## src/rtl/strobe_pkg.sv

```systemverilog
package strobe_pkg;
  localparam int CODE_W     = 6;
  localparam int SLOT_N     = 14;
  localparam int BASE_CODE  = 48;
  localparam int IDX_RESET  = 0;
  localparam int IDX_OSCOFF = 2;
  localparam int IDX_IDLE   = 6;
  localparam int IDX_HOLE   = 7;
  localparam int IDX_WAKE   = 8;
  localparam int IDX_PDOWN  = 9;

  typedef logic [SLOT_N-1:0] slot_vec_t;
  typedef logic [CODE_W-1:0] code_t;

  function automatic bit slot_is_deferred(int idx);
    return (idx == IDX_OSCOFF) || (idx == IDX_WAKE) || (idx == IDX_PDOWN);
  endfunction
endpackage

```

## src/rtl/strobe_decode.sv

```systemverilog
module strobe_decode
  import strobe_pkg::*;
(
  input  code_t     code,
  output slot_vec_t hit,
  output logic      known,
  output logic      deferred,
  output logic      is_idle,
  output logic      is_reset
);
  slot_vec_t defer_mask;

  for (genvar i = 0; i < SLOT_N; i++) begin : g_slot
    if (i == IDX_HOLE) begin : g_hole
      assign hit[i]        = 1'b0;
      assign defer_mask[i] = 1'b0;
    end else begin : g_real
      assign hit[i]        = (code == CODE_W'(BASE_CODE + i));
      assign defer_mask[i] = slot_is_deferred(i) ? 1'b1 : 1'b0;
    end
  end

  always_comb begin
    known    = |hit;
    deferred = |(hit & defer_mask);
    is_idle  = hit[IDX_IDLE];
    is_reset = hit[IDX_RESET];
  end
endmodule

```

## src/rtl/defer_hold.sv

```systemverilog
module defer_hold
  import strobe_pkg::*;
(
  input  logic      clk,
  input  logic      rst_n,
  input  logic      cs_n,
  input  logic      load,
  input  slot_vec_t load_vec,
  input  logic      clear,
  output slot_vec_t fire_vec
);
  slot_vec_t held_q, held_n, cand;
  logic      cs_q, cs_rise;

  always_comb begin
    cs_rise  = cs_n & ~cs_q;
    cand     = load ? load_vec : held_q;
    fire_vec = (cs_rise && !clear) ? cand : '0;
    held_n   = held_q;
    if (clear || cs_rise) held_n = '0;
    else if (load)        held_n = load_vec;
  end

  always_ff @(posedge clk or negedge rst_n) begin
    if (!rst_n) begin
      held_q <= '0;
      cs_q   <= 1'b1;
    end else begin
      held_q <= held_n;
      cs_q   <= cs_n;
    end
  end
endmodule

```

## src/rtl/busy_timer.sv

```systemverilog
module busy_timer #(
  parameter int CYCLES = 64
) (
  input  logic clk,
  input  logic rst_n,
  input  logic start,
  output logic busy,
  output logic done
);
  localparam int CNT_W = $clog2(CYCLES + 1);

  logic [CNT_W-1:0] cnt_q, cnt_n;
  logic             busy_q, busy_n;
  logic             cnt_en;

  always_comb begin
    done   = busy_q && (cnt_q == '0);
    cnt_en = start || busy_q;
    busy_n = busy_q;
    cnt_n  = cnt_q;
    if (start) begin
      busy_n = 1'b1;
      cnt_n  = CNT_W'(CYCLES - 1);
    end else if (busy_q) begin
      if (done) busy_n = 1'b0;
      else      cnt_n  = cnt_q - 1'b1;
    end
  end

  always_ff @(posedge clk or negedge rst_n) begin
    if (!rst_n) begin
      busy_q <= 1'b0;
      cnt_q  <= '0;
    end else if (cnt_en) begin
      busy_q <= busy_n;
      cnt_q  <= cnt_n;
    end
  end

  assign busy = busy_q;
endmodule

```

## src/rtl/strobe_dispatch.sv

```systemverilog
module strobe_dispatch
  import strobe_pkg::*;
#(
  parameter int RESET_CYCLES = 64
) (
  input  logic              clk,
  input  logic              rst_n,
  input  logic              stb_valid,
  input  logic [5:0]        stb_code,
  input  logic              cs_n,
  input  logic              ctrl_idle,
  output logic [SLOT_N-1:0] exec_pulse,
  output logic              rst_busy
);
  slot_vec_t hit, imm_vec, fire_vec, exec_q, exec_n;
  logic      known, deferred, is_idle, is_reset;
  logic      busy, busy_done;
  logic      flush_q, flush_n, flush_gate;
  logic      accept, hold_load, hold_clear;

  strobe_decode u_dec (
    .code     (stb_code),
    .hit      (hit),
    .known    (known),
    .deferred (deferred),
    .is_idle  (is_idle),
    .is_reset (is_reset)
  );

  always_comb begin
    flush_gate = flush_q && !ctrl_idle;
    accept     = stb_valid && known && !busy && (!flush_gate || is_idle);
    hold_load  = accept && deferred;
    hold_clear = (accept && (is_idle || is_reset)) || busy_done;
    imm_vec    = (accept && !deferred) ? hit : '0;
    exec_n     = imm_vec | fire_vec;
    flush_n    = flush_q;
    if (busy_done)              flush_n = 1'b0;
    else if (accept && is_idle) flush_n = 1'b1;
    else if (ctrl_idle)         flush_n = 1'b0;
  end

  defer_hold u_hold (
    .clk      (clk),
    .rst_n    (rst_n),
    .cs_n     (cs_n),
    .load     (hold_load),
    .load_vec (hit),
    .clear    (hold_clear),
    .fire_vec (fire_vec)
  );

  busy_timer #(.CYCLES(RESET_CYCLES)) u_busy (
    .clk   (clk),
    .rst_n (rst_n),
    .start (accept && is_reset),
    .busy  (busy),
    .done  (busy_done)
  );

  always_ff @(posedge clk or negedge rst_n) begin
    if (!rst_n) begin
      exec_q  <= '0;
      flush_q <= 1'b0;
    end else begin
      exec_q  <= exec_n;
      flush_q <= flush_n;
    end
  end

  assign exec_pulse = exec_q;
  assign rst_busy   = busy;
endmodule

```

## config.mk

```make
export PLATFORM = sky130hd
export DESIGN_NAME = strobe_dispatch
export DESIGN_NICKNAME = d
export VERILOG_FILES = /design/src/rtl/strobe_pkg.sv /design/src/rtl/strobe_decode.sv /design/src/rtl/defer_hold.sv /design/src/rtl/busy_timer.sv /design/src/rtl/strobe_dispatch.sv
export SDC_FILE = /design/constraint.sdc
export NUM_CORES = 1
export LEC_CHECK = 0
export BUFFER_PORTS_ARGS = -buffer_cell sky130_fd_sc_hd__buf_2
export CORE_MARGIN = 5
export CORE_UTILIZATION = 35
export DETAILED_ROUTE_END_ITERATION = 12
export MAX_ROUTING_LAYER = met4
export PLACE_DENSITY = 0.63
export SYNTH_ARGS = -nofsm -noshare
export SYNTH_HDL_FRONTEND = slang
export SYNTH_HIERARCHICAL = 1
export SYNTH_SLANG_ARGS = --single-unit
```

## constraint.sdc

```tcl
create_clock -name clk -period 2.8 [get_ports clk]
set_input_delay 0.14 -clock clk [delete_from_list [all_inputs] [get_ports clk]]
set_output_delay 0.14 -clock clk [all_outputs]
set_load 0.02 [all_outputs]
```

* Word-level counts from Yosys, hierarchy flattened *
Index checks and enable logic that the tools add are counted.

storage, ports and cells
  register bits after elaboration = 38
  input bits = 11
  output and inout port bits = 15
  word-level logic and storage cells = 64

cells by class
  add/sub/neg operators = 1
  equality and inequality tests = 14
  multiplexer cells = 13
  bitwise gates (word level) = 3
  reductions and logical operators = 27

operators by type and width
  kind                   count
  $eq A6 B6 Y1 const B   13
  $mux W14               4
  $mux W7                3
  $or A14 B14 Y14        1
  $reduce_or A13 Y1      1
  $logic_and A1 B1 Y1    11
  $logic_not A7 Y1       1
  $sub A7 B1 Y7 const B  1
  $mux W1                6
  $logic_not A1 Y1       5
  $logic_or A1 B1 Y1     5
  $reduce_and A3 Y1      1
  $reduce_bool A3 Y1     1
  $reduce_or A3 Y1       1
  $ne A2 B1 Y1 const B   1
  $reduce_bool A2 Y1     1
  $and A1 B1 Y1          1
  $not A1 Y1             1

* Longest topological paths before layout *
Gate-level depths: netlist of run 1.

  depth after elaboration = 11
  mapped depth = 11
  depth with buffers taken out = 9

* Modules after synthesis *
The synthesis of run 1 kept the hierarchy.

modules (own cells, without submodules)
  module           instances  cells each  area an instance (um2)
  defer_hold       1          65          701.9
  strobe_dispatch  1          41          593.1
  busy_timer       1          42          430.4
  strobe_decode    1          32          195.2

* Worst setup path before layout of run 1 *
No wires, ideal clock.

  path kind = register to register
  start = register u_busy.cnt_q[3]
  end = register exec_q[12] (netlist: exec_pulse[12])
  setup time = 0.118 ns
  data arrival time = 2.037 ns
  setup slack = 0.645 ns
  stages on the path, launching flop included = 10
  buffers on the path = 2
  clock period less this slack = 2.155 ns
  path through = dfrtp_1 or4_4 nor2_1 and2_1 o21bai_1 or3b_1 buf_6 buf_8 nor2_1 a21o_1

on the way
  word-level cells in the longest chain between the ends = 7

RTL lines
  what                    RTL line               text
  start, declared         busy_timer.sv:12       logic [CNT_W-1:0] cnt_q, cnt_n;
  start signal, assigned  busy_timer.sv:36       cnt_q <= cnt_n;
  $logic_not A7 Y1        busy_timer.sv:17       done = busy_q && (cnt_q == '0);
  $logic_and A1 B1 Y1     busy_timer.sv:17
  via busy_done           strobe_dispatch.sv:17  logic busy, busy_done;
  $logic_or A1 B1 Y1      strobe_dispatch.sv:34  hold_clear = (accept && (is_idle || is_reset)) || busy_done;
  via hold_clear          strobe_dispatch.sv:19  logic accept, hold_load, hold_clear;
  $logic_not A1 Y1        defer_hold.sv:18       fire_vec = (cs_rise && !clear) ? cand : '0;
  $logic_and A1 B1 Y1     defer_hold.sv:18
  $mux W14                defer_hold.sv:18
  via fire_vec[12]        strobe_dispatch.sv:15  slot_vec_t hit, imm_vec, fire_vec, exec_q, exec_n;
  $or A14 B14 Y14         strobe_dispatch.sv:36  exec_n = imm_vec | fire_vec;
  via exec_n[12]          strobe_dispatch.sv:15
  end signal, assigned    strobe_dispatch.sv:66  exec_q <= exec_n;
  end, declared           strobe_dispatch.sv:15

The timed path passes the listed nets, and every way through them passes these cells.
A chain may end at the register's enable or synchronous reset.

* Worst setup path in the final report of run 1 *
  start = register u_busy.cnt_q[3]
  end = register exec_q[13] (netlist: exec_pulse[13])

Same word-level chain as after synthesis.

==> results of run 1 <==
[registers in the layout, indices dropped and copies added, names as in the netlist]
signal	flops
flush_q	1
u_busy/busy	1
u_hold/held_q	14
u_busy/cnt_q	7
u_hold/cs_q	1
exec_pulse	14
[cells in the final DEF (no fill, tap or decap), drive strengths merged, types with 2 or more instances in the layout]
cell         instances
dfrtp               37
buf                 29
nor2                28
nor3                20
mux2i               16
a21o                14
nand2b               6
clkbuf               6
a21oi                4
and2                 3
nor2b                3
nand2                3
dlygate4sd3          2
inv                  2
or3                  2
nor4                 2
or2b                 2
ha                   2
nand4b               2
or3b                 2
nor3b                2
or4                  2
o21ai                2
[critical path: cells and delay by family (launching register included)]
kind / cells / cell delay (ns)
AO/OA/AOI/OAI: 2 / 0.32
AND/OR/NAND/NOR: 5 / 1.53
flip-flops: 1 / 0.42
[layer usage]
layer,track usage [%],vias up,share of wire (%)
met2,18.08,31,47
met4,4.386,0,1.4
met1,15.19,649,47
li1,-,666,-
met5,-,-,0
met3,3.159,5,5.0
[cell type report]
type / instances / area, µm²
clock inverter: 2 / 12.51
timing repair buffer: 31 / 175.2
inverter: 2 / 7.507
fill: 558 / 3228
sequential: 38 / 952.2
multi-input combinational: 127 / 857.1
tap: 72 / 90.09
clock buffer: 6 / 82.58
[worst max path at each step]
stage | cells after the start | startpoint | endpoint | slack (ns)
finish | 7 | u_busy/cnt_q[3] | exec_pulse[13] | 0.42
global route | 7 | u_busy/cnt_q[3] | exec_pulse[1] | 0.26
CTS | 7 | u_busy/cnt_q[3] | exec_pulse[13] | 0.41
detailed placement | 7 | u_busy/cnt_q[3] | exec_pulse[13] | 0.43
global placement | 7 | u_busy/cnt_q[3] | exec_pulse[13] | 0.45
floorplan | 9 | u_busy/cnt_q[3] | exec_pulse[12] | 0.64
[logic make-up after synthesis]
logic type / count (synthesis) / share of synthesized area (%)
fa+ha+maj: 2 / 1.303
simple gates: 81 / 23.97
flops: 38 / 49.58
xor+xnor: 1 / 0.4561
buf+inv: 15 / 5.798
other cells: 1 / 0.1953
compound gates: 26 / 10.36
mux: 16 / 8.339
[where the power goes]
group / switching, W / internal (W) / total (W)
Clock: 0.000193 / 0.000198 / 0.000391
Combinational: 0.000160 / 0.000129 / 0.000289
Sequential: 0.0000533 / 0.000609 / 0.000662
[through the flow]
stage / hold WS, ns / cell area [µm²] / util [%] / worst slack, ns
2_1_floorplan: -0.1556 / 1921 / - / 0.6447
3_3_place_gp: 0.2641 / 2062 / 38.15 / 0.4547
3_5_place_dp: 0.2638 / 2062 / 38.15 / 0.4265
4_1_cts: 0.1947 / 2177 / 40.28 / 0.4062
5_1_grt: 0.2088 / 2177 / 40.28 / 0.2554
6_report: 0.2050 / 2177 / 40.28 / 0.4203
[what timing repair did]
item / in CTS / in global routing
buffers inserted: 0 / 0
hold buffers: 2 / 0
endpoints found under the hold margin: 38 / 0
==> metrics list, run 1 <==
- Global routing finished with a remaining overflow of 0.
* Clock transition time at the flip-flop clock pins of the worst setup and hold paths: 0.08 ns
- Area of the die: 0.007069 mm²
- Buffers placed on the I/O ports in this run total 25.
- The first global-routing pass estimated 6.637 mm of wire.
* Via-to-Cell Ratio: 4.860
- Sum of negative setup slack: 0 ns
- Endpoint of the worst register-to-register path: exec_pulse[13]
- The detail route stage leaves a number of antenna-violating nets equal to 0.
- Cell count of the worst reg-to-reg path: 7
- Counting along the longest clock path gives a buffer depth of 2.
- Final setup skew: 0.006311 ns
- In the final layout, the share of cells above drive strength 1 is 23.79%.
- The largest single stage delay on the critical path is 0.58 ns.
- For this configuration, the core starts out at a cell density of 35.53%.
* Number of antenna violations at the first check in global routing: 0
* Die height: 84.08 µm
- Most instantiated library cell after synthesis: dfrtp_1
- The number of hold-slack violations in the final timing report came to 0.
- Walking the worst path, the cells encountered are or4_4 > nor2_1 > and2_1 > o21bai_1 > or3b_1 > nor2_1 > a21o_2.
- After detailed routing, the total wire length is 3.803 mm.
- In this run the clock root is driven by a clkbuf_8.
* HPWL reported at the end of detailed placement: 2.651 mm
- The worst path uses 84.99% of the clock period.
- Leakage component of the power: 1.071 nW
- At the later pin of the worst-skew pair, clock insertion delay measures 0.29 ns.
- Top post-synthesis cells by count: dfrtp_1 (37), nor2_1 (28), nor3_1 (19)
- During synthesis, Yosys emitted a total of 6 warnings.
* Arrival time worst endpoint: 2.57 ns
- Max FO, Critical Path: 14
- Final-stage net count: 218
* Maximum number of pins on one net before global-route repair: 39
- After the flow finishes, the layout carries non-filler instances totaling 278.
- Share of the synthesized area in the top cell type: 48.21%
* Number of gates resized after cts: 0
- The number of antenna diodes in the final layout is 0.
* Synth Net Count: 193
- The die is 84.08 µm wide.
- 26 I/O pins were placed.
- Synthesis handed over a netlist of 180 instances.
* P per Cell Area: 616.5 mW/mm²
- Yosys mapped a number of flops with a built-in enable equal to 0.
- TritonCTS built the clock tree.
* DR pass1 iterations: 4
- The worst register-to-register path begins at u_busy/cnt_q[3].
- Worst path slowest cell: or4_4
* Final routed DRC violation total: 0
- Total standard cell area after synthesis: 0.001921 mm²
* Highest ir drop seen on vdd: 0.3941 mV
* Via count of the first global-routing pass: 1,402
- GRT Total Usage: 11.89%
- End of the worst hold path: flush_q
* Slew at the pin closest to its max-slew limit: 0.8465 ns
- The area growth from synthesis to layout is 13.36%.
- STA classifies the critical path endpoint as a flip-flop.
- Final setup fails: 0
- The clock tree synthesis step divided the H-tree into 2 levels.
* Start point of the worst hold path: stb_valid
- Counting flops with an async set or reset pin after synthesis yields a share of 100.0%.
* Crit path kind: reg -> reg
- Hold path depth: 3
* Total clock sinks: 38
- The congestion estimate from routability-driven global placement came to 0.7822.
- Most numerous cell on the critical path: nor2_1
- The initialized floorplan defines 27 standard-cell rows.
- Power comes to 0.001342 W.
- Run status: finished clean
- Summed over all instances, the cell type with the most area after synthesis is dfrtp_1.
* Detailed Route Iter0 Violations: 78
- The synthesized design contains 38 register bits.
* Core Box Area: 0.005405 mm²
- Post-Syn Area per Cell: 10.67 µm²
- Once placement completed, the tool counted placed cells totaling 268.
- Clock period minus final worst setup slack: 2.380 ns
- CTS Buf Count: 5
* Distinct cell type count of the synthesized netlist: 43
- The count of pins over their slew limit is 0.
- After detailed routing, the average wire length per cell comes to 13.68 µm.
- After synthesis, the cell types taking the most area are dfrtp_1 (48%), mux2i_1 (8.3%), nor2_1 (5.5%), nor3_1 (5.0%), a21o_1 (3.9%).
* Max-slew headroom: 43.57%
- Unrepaired setup endpoints after global routing: false
* Required time worst endpoint: 2.99 ns
- STA classifies the critical path startpoint as a flip-flop.
- Derived from the worst setup path, the maximum achievable clock frequency is 420.2 MHz.
- Primary flip-flop cell chosen by synthesis mapping: dfrtp_1
- Proportion of synthesized chip area in sequential cells: 49.58%
- Vias: 1,351
- Hold WC Path Type: in -> reg
* Max cap viols: 0
- In this run the register-to-register setup slack is 0.42 ns.
Note: power is estimated with default switching activity, not from simulation.
==> run 2, diff against run 1 <==
--- a/config.mk
+++ b/config.mk
@@ -10,7 +10,7 @@
 export CORE_UTILIZATION = 35
 export DETAILED_ROUTE_END_ITERATION = 12
 export MAX_ROUTING_LAYER = met4
-export PLACE_DENSITY = 0.63
+export PLACE_DENSITY = 0.65
 export SYNTH_ARGS = -nofsm -noshare
 export SYNTH_HDL_FRONTEND = slang
 export SYNTH_HIERARCHICAL = 1
==> constraint.sdc (replaced) <==
create_clock -name clk -period 2.03 [get_ports clk]
set_input_delay 0.1015 -clock clk [delete_from_list [all_inputs] [get_ports clk]]
set_output_delay 0.1015 -clock clk [all_outputs]
set_load 0.02 [all_outputs]
==> metrics list, run 2 (synthesis results as in run 1) <==
* Run status: finished clean (unchanged)
- The transition at the pin with the smallest max-transition slack came to 1.011 ns (was 0.8465 ns).
- Met2 wire length: 1.950 mm (was 1.778 mm)
- The critical path arrival came to 2.14 ns (was 2.57 ns).
- Chain of cells forming the critical path: or4_4 > nor2_4 > and2_4 > o21bai_2 > or3b_4 > buf_8 > nor2_2 > a21o_1 (was or4_4 > nor2_1 > and2_1 > o21bai_1 > or3b_1 > nor2_1 > a21o_2).
- Final setup skew: 0.003143 ns (was 0.006311 ns)
- Wire length of the first global-routing pass: 7.162 mm (was 6.637 mm)
- Per-cell routed wire length: 13.32 µm (was 13.68 µm)
- The buffer and inverter count on the worst path was 1 (was 0).
- Number of hold-slack violations in the final timing report: 0 (unchanged)
- The initial standard-cell utilization of the core came to 35.53% (unchanged).
- HPWL reported at the end of detailed placement: 2.896 mm (was 2.651 mm)
- The post-layout net count came to 250 (was 218).
- Number of nets with antenna violations after routing: 0 (unchanged)
* Via-to-Cell Ratio: 4.752 (was 4.860)
- Vias: 1,473 (was 1,351)
* Antenna diode count: 0 (unchanged)
- Filler-free cell count of the finished design: 310 (was 278)
- The type of the worst setup path was reg -> reg (unchanged).
* Worst hold margin: 0.1510 ns (was 0.2050 ns)
- The number of clock sinks was 38 (unchanged).
- Sum of overflow across all layers after global routing: 0 (unchanged)
- The latest clock arrival within the worst-skew pair is 0.29 ns (about the same).
* CTS Buf Count: 5 (unchanged)
- The wire length reported by the detailed router came to 4.130 mm (was 3.803 mm).
* Max cap viols: 0 (unchanged)
- Worst path slowest cell: or4_4 (unchanged)
* Buffers from clock root to sink, at most: 2 (unchanged)
* PnR worst setup slack: 0.06339 ns (was 0.4203 ns)
- The cell total after placement is 299 (was 268).
- The stage delay of the slowest cell on the critical path was 0.56 ns (was 0.58 ns).
* Final number of max-transition violations: 0 (unchanged)
* Detailed Route Iter0 Violations: 79 (was 78)
- Highest metal used: met4 (unchanged)
- Maximum number of pins on one net before global-route repair: 39 (unchanged)
- Family with the most delay on the worst path: simple AND/OR/NAND/NOR gates (unchanged)
* Critical Path Start Type: flip-flop (unchanged)
- The number of standard-cell rows in the floorplan was 27 (unchanged).
- The post-placement setup slack came to -0.02489 ns (was 0.4265 ns).
* Leading cell type in the layout, fill and taps excluded: dfrtp_1 (unchanged)
* Final worst path period share: 96.88% (was 84.99%)
- P per Cell Area: 816.8 mW/mm² (was 616.5 mW/mm²)
* Max-slew headroom: 32.43% (was 43.57%)
- The register-to-register setup slack is 0.06 ns (was 0.42 ns).
- The clock-pin slew reported for the worst setup and hold paths after clock tree synthesis is 0.07 ns (was 0.08 ns).
* Amount of wire on met3 after detailed routing: 79 µm (was 192 µm)
* Max FO, Critical Path: 8 (was 14)
- Final setup fails: 0 (unchanged)
- H-Tree Depth: 2 (unchanged)
- Leakage component of the power: 1.230 nW (was 1.071 nW)
- Hold WC Path Type: in -> reg (unchanged)
- The post-route minimum period came to 1.967 ns (was 2.380 ns).
- CTS tree: built (unchanged)
* Boundary pin count: 26 (unchanged)
* Number of antenna violations at the first check in global routing: 0 (unchanged)
- GRT Total Usage: 13.00% (was 11.89%)
* Via count of the first global-routing pass: 1,507 (was 1,402)
* Number of input and output port buffers inserted: 25 (unchanged)
* Most frequent cells in the layout: dfrtp_1 (37), buf_4 (34), buf_2 (25), nor2_1 (19), nor3_1 (19) (was dfrtp_1 (37), nor2_1 (28), buf_2 (25), nor3_1 (19), mux2i_1 (16))
- The root buffer selected by CTS was clkbuf_8 (unchanged).
* Die W: 84.08 µm (unchanged)
- Crit end category: flip-flop (unchanged)
- Core Box Area: 0.005405 mm² (unchanged)
- Fmax achieved: 508.5 MHz (was 420.2 MHz)
* Die height: 84.08 µm (unchanged)
- The share of cells above drive strength 1 was 39.50% (was 23.79%).
- Total routed wire length on the met1 layer: 2.045 mm (was 1.779 mm)
* Highest ir drop seen on vdd: 0.3676 mV (was 0.3941 mV)
* Final routed DRC violation total: 0 (unchanged)
- The final estimated routing congestion in global placement is 0.8256 (was 0.7822).
- Required time worst endpoint: 2.20 ns (was 2.99 ns)
- The die footprint is 0.007069 mm² (unchanged).
- The first-pass iteration count of the detailed router was 4 (unchanged).
- The growth of design area from synthesis to finish is 28.92% (was 13.36%).
[run 2: changes by cell type in the layout (fill, tap and decap cells not counted), sizes merged]
cell / before / now
buf: 29 / 61
clkinv: 1 / 0
clkbuf: 6 / 8
clkinvlp: 1 / 0
[run 2: what timing repair did]
action | in CTS | in global routing
gates resized for setup | 1 | 14
hold endpoints to repair | 38 | 0
hold buffers | 2 | 0
buffers inserted | 0 | 1
pin swaps | 0 | 3
endpoints found under the setup margin | 6 | 12
[run 2: power breakdown]
| part | internal (W) | switching [W] | leakage, nW | total (W) |
|---|---|---|---|---|
| logic | 0.000310 | 0.000282 | 0.675 | 0.000591 |
| clock network | 0.000277 | 0.000257 | 0.0455 | 0.000534 |
| registers | 0.000840 | 0.0000573 | 0.509 | 0.000897 |
[run 2: final cells by class]
| type | count | area, µm² |
|---|---|---|
| Fill cell | 533 | 2929 |
| Sequential cell | 38 | 952.2 |
| Multi-Input combinational cell | 127 | 909.6 |
| Timing Repair Buffer | 63 | 426.7 |
| Clock buffer | 8 | 90.09 |
| Tap cell | 72 | 90.09 |
| Inverter | 2 | 7.507 |
[run 2: final timing paths]
path,startpoint,to,cells past startpoint
max in group asynchronous,rst_n,u_busy/cnt_q[3],2
worst max register to register,u_busy/cnt_q[3],exec_pulse[10],8
worst min register to register,u_busy/cnt_q[1],u_busy/cnt_q[1],2
worst max-delay path,u_busy/cnt_q[3],exec_pulse[10],8
worst min-delay path,ctrl_idle,flush_q,3
min in group asynchronous,rst_n,exec_pulse[8],2
[run 2: per-stage QoR]
step                utilization (%)  power [W]  cell area [µm²]    TNS (ns)
floorplan                         -   0.001239             1938           0
global placement              42.78   0.001442             2312    -0.03102
detailed placement            42.78   0.001452             2312    -0.07972
global route                  45.81   0.002159             2476  -0.0008598
CTS                           44.86   0.002010             2425           0
finish                        45.81   0.002022             2476           0
[run 2: worst register-to-register path, stage by stage (launching register included)]
cell      delay (ns)
dfrtp_1         0.38
or4_4           0.56
nor2_4          0.10
and2_4          0.14
o21bai_2        0.12
or3b_4          0.19
buf_8           0.15
nor2_2          0.04
a21o_1          0.17
[run 2: per-layer routing]
layer | vias up | global-route usage [%]
met5 | - | -
met4 | 0 | 4.825
met3 | 6 | 2.665
met2 | 16 | 20.30
met1 | 714 | 16.61
li1 | 737 | -
==> run 3, diff against run 2 <==
--- a/config.mk
+++ b/config.mk
@@ -10,7 +10,7 @@
 export CORE_UTILIZATION = 35
 export DETAILED_ROUTE_END_ITERATION = 12
 export MAX_ROUTING_LAYER = met4
-export PLACE_DENSITY = 0.65
+export PLACE_DENSITY_LB_ADDON = 0.1
 export SYNTH_ARGS = -nofsm -noshare
 export SYNTH_HDL_FRONTEND = slang
 export SYNTH_HIERARCHICAL = 1
==> metrics list, run 3 (synthesis results as in run 1) <==
* Placed Cells: 282 (was 299)
- Critical Path Start Type: flip-flop (unchanged)
* Filler-free cell count of the finished design: 297 (was 310)
- The number of standard-cell rows in the floorplan came to 27 (unchanged).
- PnR worst setup slack: 0.04811 ns (was 0.06339 ns)
- Worst hold margin: 0.1739 ns (was 0.1510 ns)
* Crit path kind: reg -> reg (unchanged)
- Most frequent cells in the layout: dfrtp_1 (37), buf_2 (25), nor2_1 (23), buf_4 (20), nor3_1 (19) (was dfrtp_1 (37), buf_4 (34), buf_2 (25), nor2_1 (19), nor3_1 (19)).
* Final-stage net count: 237 (was 250)
- The required time at the worst-slack endpoint was 2.21 ns (was 2.20 ns).
* Wire length of the first global-routing pass: 7.493 mm (was 7.162 mm)
* P per Cell Area: 878.6 mW/mm² (was 816.8 mW/mm²)
- Final WL: 4.538 mm (was 4.130 mm)
- Max FO, Critical Path: 7 (was 8)
- The number of top-level design ports came to 26 (unchanged).
* Family with the most delay on the worst path: simple AND/OR/NAND/NOR gates (unchanged)
- Hold WC Path Type: in -> reg (unchanged)
- The initial standard-cell utilization of the core came to 35.53% (unchanged).
- Via-to-Cell Ratio: 4.909 (was 4.752)
- Antenna diode count: 0 (unchanged)
* Unrepaired setup endpoints after global routing: true
- The post-route minimum period was 1.982 ns (was 1.967 ns).
- The die footprint was 0.007069 mm² (unchanged).
- Crit end category: flip-flop (unchanged)
* Max-slew headroom: 23.93% (was 32.43%)
* Critical path buffers and inverters: 1 (unchanged)
- Die W: 84.08 µm (unchanged)
- Number of antenna violations at the first check in global routing: 0 (unchanged)
* Number of hold-slack violations in the final timing report: 0 (unchanged)
- The stage delay of the slowest cell on the critical path came to 0.56 ns (about the same).
* CTS Buf Count: 5 (unchanged)
- Leakage component of the power: 1.190 nW (was 1.230 nW)
* Clock transition time at the flip-flop clock pins of the worst setup and hold paths: 0.07 ns (about the same)
- The peak clock frequency supported by timing is 504.6 MHz (was 508.5 MHz).
- Run status: finished clean (unchanged)
- The die boundary height is 84.08 µm (unchanged).
- Leading cell type in the layout, fill and taps excluded: dfrtp_1 (unchanged)
* Fillcell total: 538 (was 533)
* Final worst path period share: 97.63% (was 96.88%)
- The growth of design area from synthesis to finish came to 25.80% (was 28.92%).
- The transition at the pin with the smallest max-transition slack is 1.139 ns (was 1.011 ns).
* Per-cell routed wire length: 15.28 µm (was 13.32 µm)
- The critical path's slowest cell was or4_4 (unchanged).
- Number of input and output port buffers inserted: 25 (unchanged)
* CTS tree: built (unchanged)
- The placeable core area came to 0.005405 mm² (unchanged).
* Max cap viols: 0 (unchanged)
- The number of remaining DRC errors came to 0 (unchanged).
- The overall overflow remaining after global route is 0 (unchanged).
- Buffers from clock root to sink, at most: 2 (unchanged)
- The setup TNS was 0 ns (unchanged).
- The largest net degree at the start of global routing came to 39 (unchanged).
- The number of global-route vias before repair came to 1,517 (was 1,507).
- Number of nets with antenna violations after routing: 0 (unchanged)
* DR pass1 iterations: 4 (unchanged)
- Utilization after layout: 44.70% (was 45.81%)
- Vias: 1,458 (was 1,473)
- Clock Root Buffer: clkbuf_8 (unchanged)
- Final number of max-transition violations: 0 (unchanged)
* Worst setup slack after placement: 0.01329 ns (was -0.02489 ns)
- H-Tree Depth: 2 (unchanged)
* Highest ir drop seen on vdd: 0.4164 mV (was 0.3676 mV)
* Final setup skew: 0.005217 ns (was 0.003143 ns)
- The share of cells above drive strength 1 was 33.78% (was 39.50%).
- Chain of cells forming the critical path: or4_4 > nor2_4 > and2_4 > o21bai_4 > or3b_4 > buf_12 > nor2_1 > a21o_2 (was or4_4 > nor2_4 > and2_4 > o21bai_2 > or3b_4 > buf_8 > nor2_2 > a21o_1).
- GRT Total Usage: 13.73% (was 13.00%)
- Total clock sinks: 38 (unchanged)
* Arrival time worst endpoint: 2.16 ns (was 2.14 ns)
* Final setup fails: 0 (unchanged)
- HPWL reported at the end of detailed placement: 3.133 mm (was 2.896 mm)
- The latest clock arrival within the worst-skew pair came to 0.29 ns (about the same).
- The number of violations reported at the end of detailed-routing iteration 0 came to 99 (was 79).
* Final estimated routing congestion in global placement: 0.8428 (was 0.8256)
==> run 3: changes by cell type in the layout (fill, tap and decap cells not counted), sizes merged <==
cell / delta
buf: -14
bufinv: +1
==> run 3: layer usage <==
layer	part of all wire, %	track usage (%)	wire [µm]
met5	0	-	0
met3	4.2	3.850	192
met4	1.6	4.532	74
met1	42	15.68	1921
met2	52	23.17	2350
==> run 3: worst paths after layout <==
kind | startpoint | end | slack (ns) | cells after the start
setup / recovery | u_busy/cnt_q[2] | exec_pulse[2] | 0.05 | 8
hold / removal | ctrl_idle | flush_q | 0.17 | 3
setup reg to reg | u_busy/cnt_q[2] | exec_pulse[2] | 0.05 | 8
hold reg to reg | u_busy/cnt_q[6] | u_busy/cnt_q[6] | 0.57 | 2
max in group asynchronous | rst_n | u_hold/held_q[4] | 1.01 | 2
min in group asynchronous | rst_n | exec_pulse[9] | 0.46 | 2
==> run 3: final cells by class <==
class	instances	area [µm²]	area share (%)
Inverter	2	7.507	0.3107
Sequential cell	38	952.2	39.41
Timing Repair Buffer	50	360.3	14.91
Clock buffer	7	76.32	3.159
Clock inverter	1	30.03	1.243
Tap cell	72	90.09	3.729
Multi-Input combinational cell	127	899.6	37.23
==> run 3: power by group <==
part           switching (W)  total, W  internal [W]  leakage, nW
combinational       0.000293  0.000602      0.000308        0.628
sequential         0.0000531  0.000893      0.000840        0.509
clock               0.000260  0.000628      0.000368       0.0524
==> run 3: stage by stage <==
step | power [W] | cell area [µm²]
floorplan | 0.001239 | 1938
global placement | 0.001424 | 2210
detailed placement | 0.001447 | 2210
CTS | 0.002090 | 2336
global route | 0.002245 | 2416
finish | 0.002123 | 2416
==> run 3: timing repair <==
item	CTS	global route
endpoints found under the setup margin	0	14
setup buffers	0	4
hold buffers	2	0
gates resized for setup	0	8
endpoints found under the hold margin	38	0
==> run 3: worst reg2reg max path: cells and delay by family, from the launching register on <==
kind / cells / cell delay [ns]
buffers and inverters: 1 / 0.13
and+or+nand+nor: 5 / 1.05
DFF: 1 / 0.39
AOI/OAI and AO/OA: 2 / 0.31
